==> config.mk <==
export PLATFORM = sky130hd
export DESIGN_NAME = wstat_responder
export DESIGN_NICKNAME = d
export VERILOG_FILES = /design/src/rtl/wstat_pkg.sv /design/src/rtl/wstat_start_detect.sv /design/src/rtl/wstat_toggle.sv /design/src/rtl/wstat_data_mux.sv /design/src/rtl/wstat_responder.sv
export SDC_FILE = /design/constraint.sdc
export NUM_CORES = 1
export LEC_CHECK = 0
export BUFFER_PORTS_ARGS = -buffer_cell sky130_fd_sc_hd__buf_2
export CORE_AREA = 2 2 39 41
export DETAILED_ROUTE_END_ITERATION = 16
export DIE_AREA = 0 0 41 43
export PLACE_DENSITY_LB_ADDON = 0.12
export SLEW_MARGIN = 30
export SYNTH_ARGS = -nofsm -noshare
export SYNTH_HDL_FRONTEND = slang
export SYNTH_SLANG_ARGS = --single-unit
==> constraint.sdc <==
create_clock -name clk -period 2.39 [get_ports clk]
set_clock_uncertainty 0.2 [all_clocks]
set_input_delay 0.478 -clock clk [delete_from_list [all_inputs] [get_ports clk]]
set_output_delay 0.478 -clock clk [all_outputs]
set_load 0.005 [all_outputs]
==> src/rtl/wstat_pkg.sv <==
// Package: shared defaults for the write-status polling responder.
// Assumes: the polled bit and the alternating bit are distinct positions.
package wstat_pkg;
    localparam int unsigned DATA_W_DEF   = 8;
    localparam int unsigned POLL_BIT_DEF = 7;
    localparam int unsigned TOG_BIT_DEF  = 6;
    localparam logic        TOG_INIT     = 1'b0;
endpackage

==> src/rtl/wstat_start_detect.sv <==
// Module: detects the first cycle of each internal operation (busy rising).
// Assumes: busy is synchronous to clk.
module wstat_start_detect (
    input  logic clk,
    input  logic rst_n,
    input  logic busy,
    output logic start
);
    logic busy_q;

    // Remember busy from the previous cycle.
    always_ff @(posedge clk) begin
        if (!rst_n) busy_q <= 1'b0;
        else        busy_q <= busy;
    end

    // Start pulse on a 0-to-1 transition.
    always_comb start = busy & ~busy_q;
endmodule

==> src/rtl/wstat_toggle.sv <==
// Module: alternating status bit that moves once per busy read strobe.
// Assumes: start clears the bit before any advance in the same cycle.
module wstat_toggle
    import wstat_pkg::*;
(
    input  logic clk,
    input  logic rst_n,
    input  logic start,
    input  logic adv,
    output logic tog_cur
);
    logic tog_q;

    // Value presented this cycle: the initial value on a start, else the stored one.
    always_comb tog_cur = start ? TOG_INIT : tog_q;

    // Store the next value; invert only when a busy read is taken.
    always_ff @(posedge clk) begin
        if (!rst_n)   tog_q <= TOG_INIT;
        else if (adv) tog_q <= ~tog_cur;
        else          tog_q <= tog_cur;
    end
endmodule

==> src/rtl/wstat_data_mux.sv <==
// Module: builds the status byte while busy, or passes array data when idle.
// Assumes: POLL_BIT and TOG_BIT are different and below DATA_W.
module wstat_data_mux #(
    parameter int unsigned DATA_W   = 8,
    parameter int unsigned POLL_BIT = 7,
    parameter int unsigned TOG_BIT  = 6
) (
    input  logic              busy,
    input  logic              tog,
    input  logic [DATA_W-1:0] last_data,
    input  logic [DATA_W-1:0] array_data,
    output logic [DATA_W-1:0] sel_data
);
    logic [DATA_W-1:0] status_byte;

    // Put each bit of the status byte in place, one generate branch per bit.
    for (genvar b = 0; b < DATA_W; b++) begin : g_bit
        if (b == POLL_BIT) begin : g_poll
            assign status_byte[b] = ~last_data[b];
        end else if (b == TOG_BIT) begin : g_tog
            assign status_byte[b] = tog;
        end else begin : g_pass
            assign status_byte[b] = last_data[b];
        end
    end

    // Choose the status byte or the array byte.
    always_comb sel_data = busy ? status_byte : array_data;
endmodule

==> src/rtl/wstat_responder.sv <==
// Module: top of the write-status polling responder. It registers the
// selected byte on each read strobe and holds it between strobes.
// Assumes: rd_stb is a one-cycle pulse for each read, synchronous to clk.
module wstat_responder
    import wstat_pkg::*;
#(
    parameter int unsigned DATA_W   = DATA_W_DEF,
    parameter int unsigned POLL_BIT = POLL_BIT_DEF,
    parameter int unsigned TOG_BIT  = TOG_BIT_DEF
) (
    input  logic              clk,
    input  logic              rst_n,
    input  logic              rd_stb,
    input  logic              busy,
    input  logic [DATA_W-1:0] last_data,
    input  logic [DATA_W-1:0] array_data,
    output logic [DATA_W-1:0] rd_data
);
    logic              start;
    logic              tog_cur;
    logic              busy_rd;
    logic [DATA_W-1:0] sel_data;
    logic [DATA_W-1:0] rd_data_q;

    // A read that moves the alternating bit.
    always_comb busy_rd = rd_stb & busy;

    wstat_start_detect u_start (
        .clk   (clk),
        .rst_n (rst_n),
        .busy  (busy),
        .start (start)
    );

    wstat_toggle u_tog (
        .clk     (clk),
        .rst_n   (rst_n),
        .start   (start),
        .adv     (busy_rd),
        .tog_cur (tog_cur)
    );

    wstat_data_mux #(
        .DATA_W   (DATA_W),
        .POLL_BIT (POLL_BIT),
        .TOG_BIT  (TOG_BIT)
    ) u_mux (
        .busy       (busy),
        .tog        (tog_cur),
        .last_data  (last_data),
        .array_data (array_data),
        .sel_data   (sel_data)
    );

    // Capture the selected byte on a strobe; hold it otherwise.
    always_ff @(posedge clk) begin
        if (!rst_n)      rd_data_q <= '0;
        else if (rd_stb) rd_data_q <= sel_data;
    end

    assign rd_data = rd_data_q;
endmodule

# After elaboration in Yosys (flattened, before gate mapping)
# Cells that the tools add are included.
word_totals:
  reg_bits: 10
  output_inout_bits: 8
  inputBits: 20
  wordCells: 11
classes:
  n_bitwise: 5
  n_mux: 3
ops:
  columns: ["operator", "count"]
  rows:
  - ["8-bit 2-to-1 mux", 1]
  - ["1-bit NOT", 3]
  - ["1-bit AND", 2]
  - ["1-bit 2-to-1 mux", 2]

# Logic depth before layout (Yosys ltp)
depth:
  word_depth: 5
  mapped_depth: 4
  mapped_depth_nobuf: 3

# By module
# From an unflattened synthesis, not the netlist that was laid out.
unflattened:
  cells_unflattened: 44
  hier_area_um2: 533.0
modules_own_cells:
  columns: ["mod", "seq_area_each_um2", "area_each_um2", "cells_each", "instances"]
  rows:
  - ["wstat_responder", 160.2, 309.0, 26, 1]
  - ["wstat_data_mux", 0.0, 130.1, 10, 1]
  - ["wstat_toggle", 20.0, 53.8, 5, 1]
  - ["wstat_start_detect", 20.0, 40.0, 3, 1]

# Worst setup path before layout
# Ideal clock, no wire load.
synth_path:
  kind: "input -> register"
  start: "input rd_stb"
  end: "register u_tog.tog_q"
  path_stages: 4
  setup_time_ns: 0.116
  arrival_time_ns: 0.956
  required_time_ns: 2.074
  path_slack_ns: 1.118
  n_path_buf: 1
  cell_sequence: "clkbuf_2 -> nand2b_1 -> a21oi_1 -> a41o_1"
synth_between:
  elab_chain_cells: 2
synth_lines:
  columns: ["element", "line_no", "source"]
  rows:
  - ["from (decl)", "wstat_responder.sv:13", "input logic rd_stb,"]
  - ["1-bit AND", "wstat_responder.sv:26", "always_comb busy_rd = rd_stb & busy;"]
  - ["1-bit 2-to-1 mux", "wstat_toggle.sv:20", "else if (adv) tog_q <= ~tog_cur;"]
  - ["to (signal assigned)", "wstat_toggle.sv:20", null]
  - ["to (signal assigned)", "wstat_toggle.sv:21", "else tog_q <= tog_cur;"]
  - ["to (decl)", "wstat_toggle.sv:12", "logic tog_q;"]
# No other way between the ends.
# A chain may end at the register's enable or synchronous reset.

# Worst setup path after layout
layout_path:
  start: "register rd_data_q[6] (netlist: rd_data[6])"
  end: "output rd_data[6]"
layout_rtl:
  columns: ["element", "line_no", "source"]
  rows:
  - ["from (decl)", "wstat_responder.sv:23", "logic [DATA_W-1:0] rd_data_q;"]
  - ["from (signal assigned)", "wstat_responder.sv:58", "else if (rd_stb) rd_data_q <= sel_data;"]
  - ["to (decl)", "wstat_responder.sv:17", "output logic [DATA_W-1:0] rd_data"]
# No word-level cell between the ends.

==> flow_summary.toml <==
[finish]
drive_gt1_share_pct = 43.1
final_cells = 88
layout_commonest_cell = "buf_2"
area_delta_synth_final_pct = 36.3
layout_common_cells = "buf_2, dfxtp_1, a21oi_1"
diodes = 0
final_nets = 93
design_area_sq_um = 592

[place]
detailedPlace.worstSlack_ps = 919
io_buffers = 26
placed_area_sq_um = 556
routabilityCongestion = 0.630
placed_cells = 84

[sta]
setup_viol = 0
grt_setup_unrepaired = "false"
fin_ws_ps = 996
worstMarginPinSlew_ps = 278
min_period_over_period_pct = 58.3
fmax_mhz = 717
max_slew_margin_pct = 81.5
setup-tns-final_ps = 0
min_period_ps = 1390
hold_viol = 0
maxSlewViolCount = 0

[job]
maxCapViolations = 0

[power_and_ir_drop]
p_switching_uw = 84.5
p_per_area_nw_per_um2 = 650
pwr-share-comb_pct = 14.1
seq_power_share_pct = 47.8
netSwitchingFraction_pct = 22.0
p_int_uw = 300
leakage_nw = 0.303
clockPowerShare_pct = 38.1
irDropWorstVdd_mv = 0.361

[critical_path]
cp-start-kind = "register"
required_ps = 1710
crit_buf_inv = 1
reg2reg_to = "u_tog.tog_q$_SDFF_PN0_"
path_delay_family = "flip-flops"
path_class = "reg -> out"
cp_slowest_cell = "dfxtp_1"
crit_fanout = 2
worst-r2r-setup-slack_ps = 1430
r2r_start = "u_start.busy_q$_SDFF_PN0_"
path_cells = "buf_2"
critPathArrivalTime_ps = 720
reg2reg_depth = 3
worst_path_largest_cell_delay_ps = 340
endpoint_kind = "primary output"

[clock_tree]
h-tree-depth = 1
clock-sinks = 10
cts_tree = "done"
post_cts_buffers = 0
max-clock-path-buffers = 2
clk_pin_slew_ps = 60
cts-root-buf = "clkbuf_4"
insertion_delay_ps = 260
cts_resized = 0
hold_buffers = 0
cts_made_buffers = 3

[synthesis]
synth_area_sq_um = 434
yosys_warnings = 0
yosysUniqueCellTypes = 16
seq_area_frac_synth_pct = 46.1
synth_nets = 66
syn_inst = 46
synth-seq-cells = 10
avgSynthCellArea_sq_um = 9.44

[die]
dieArea_sq_um = 1760
core_sq_um = 1380
start_util_pct = 31.4
die_w_microns = 41
dieHeight_microns = 43
rows = 14
io_pins = 28

[min_path]
worstHoldStart = "array_data[6]"
hold_depth = 3
holdPathEnd = "rd_data[6]$_SDFFE_PN0P_"
min_path_type = "in -> reg"

[routing]
dr.pass1.iters = 2
via_per_inst = 4.69
dr_total_vias = 413
wl_microns = 863
ant_nets = 0
remaining_drc_errors = 0
wl_per_cell_microns = 9.81
drt_iter0_markers = 1

[global_routing]
antenna_found_initial = 0
grt-ovfl-total = 0
grt_pass1_wl_microns = 1360
grt_max_degree = 19
grt_pass1_vias = 346
grt_usage_pct = 11.9

[status]
outcome = "complete, no violations"
-- cells in the mapped netlist --
master    number  share of area [%]
a31oi_1        1                1.4
dfxtp_1       10                 46
nand2b_1       2                2.9
and2_1         1                1.4
o21ai_2        1                2.0
buf_6          1                2.6
nand2_1        2                1.7
nand3_1        1                1.2
clkbuf_2       1                1.2
mux2i_1        7                 16
a41o_1         1                2.3
o21ai_0        7                8.1
a21oi_1        8                9.2
inv_1          1               0.86
buf_4          1                1.7
buf_2          1                1.2
-- registers in the layout (all words and copies together) (netlist names) --
register	count
rd_data	8
u_start.busy_q	1
u_tog.tog_q	1
-- layout make-up --
cell class	count	area, sq um
Timing Repair Buffer	26	130
Inverter	1	3.75
Tap cell	16	20.0
Multi-Input combinational cell	31	201
Clock buffer	4	36.3
Sequential cell	10	200
Fill cell	152	792
-- power groups by stage --
stage                     combinational, mW  clock, mW  sequential (mW)
final                                0.0543      0.146            0.184
after global routing                 0.0623      0.164            0.185
after CTS                            0.0558      0.155            0.184
after detailed placement             0.0557          0            0.187
after global placement               0.0549          0            0.187
after floorplan                      0.0296          0            0.189
-- per-layer routing --
layer	part of all wire (%)	track usage [%]
met5	0	0
met4	0	2.00
met3	6.6	9.42
met2	48	16.6
met1	45	14.3
-- per-stage QoR --
step | power [mW] | hold WS, ps | util [%]
after CTS | 0.395 | 277 | 42.8
after global placement | 0.242 | 303 | 40.1
after detailed placement | 0.243 | 305 | 40.1
final | 0.384 | 285 | 42.8
after floorplan | 0.218 | 283 | -
after global routing | 0.412 | 285 | 42.8
-- cell families (layout without fill, tap and decap cells) --
kind of cell | count (synthesis) | in the layout | synth area share, %
AND/OR/NAND/NOR | 6 | 6 | 7.20
buffers and inverters | 5 | 31 | 7.49
AO/OA/AOI/OAI | 18 | 18 | 23.1
multiplexers | 7 | 7 | 16.1
flip-flops | 10 | 10 | 46.1
-- how the worst max path moves through the flow --
| stage | start | endpoint | slack, ps | cells past startpoint |
|---|---|---|---|---|
| 3_3_place_gp | rd_stb | u_tog.tog_q$_SDFF_PN0_ | 920 | 4 |
| 5_1_grt | rd_data[6]$_SDFFE_PN0P_ | rd_data[6] | 920 | 1 |
| 6_report | rd_data[6]$_SDFFE_PN0P_ | rd_data[6] | 1000 | 1 |
| 3_5_place_dp | rd_stb | u_tog.tog_q$_SDFF_PN0_ | 920 | 4 |
| 2_1_floorplan | rd_stb | u_tog.tog_q$_SDFF_PN0_ | 1120 | 4 |
| 4_1_cts | rd_data[6]$_SDFFE_PN0P_ | rd_data[6] | 970 | 1 |
-- worst reg2reg max path, cell delays in order (launching register included) --
cell      delay, ps
dfxtp_1         320
nand2b_1         70
a21oi_1          60
a41o_1          210
No activity file was read; power rests on OpenSTA's default activity.
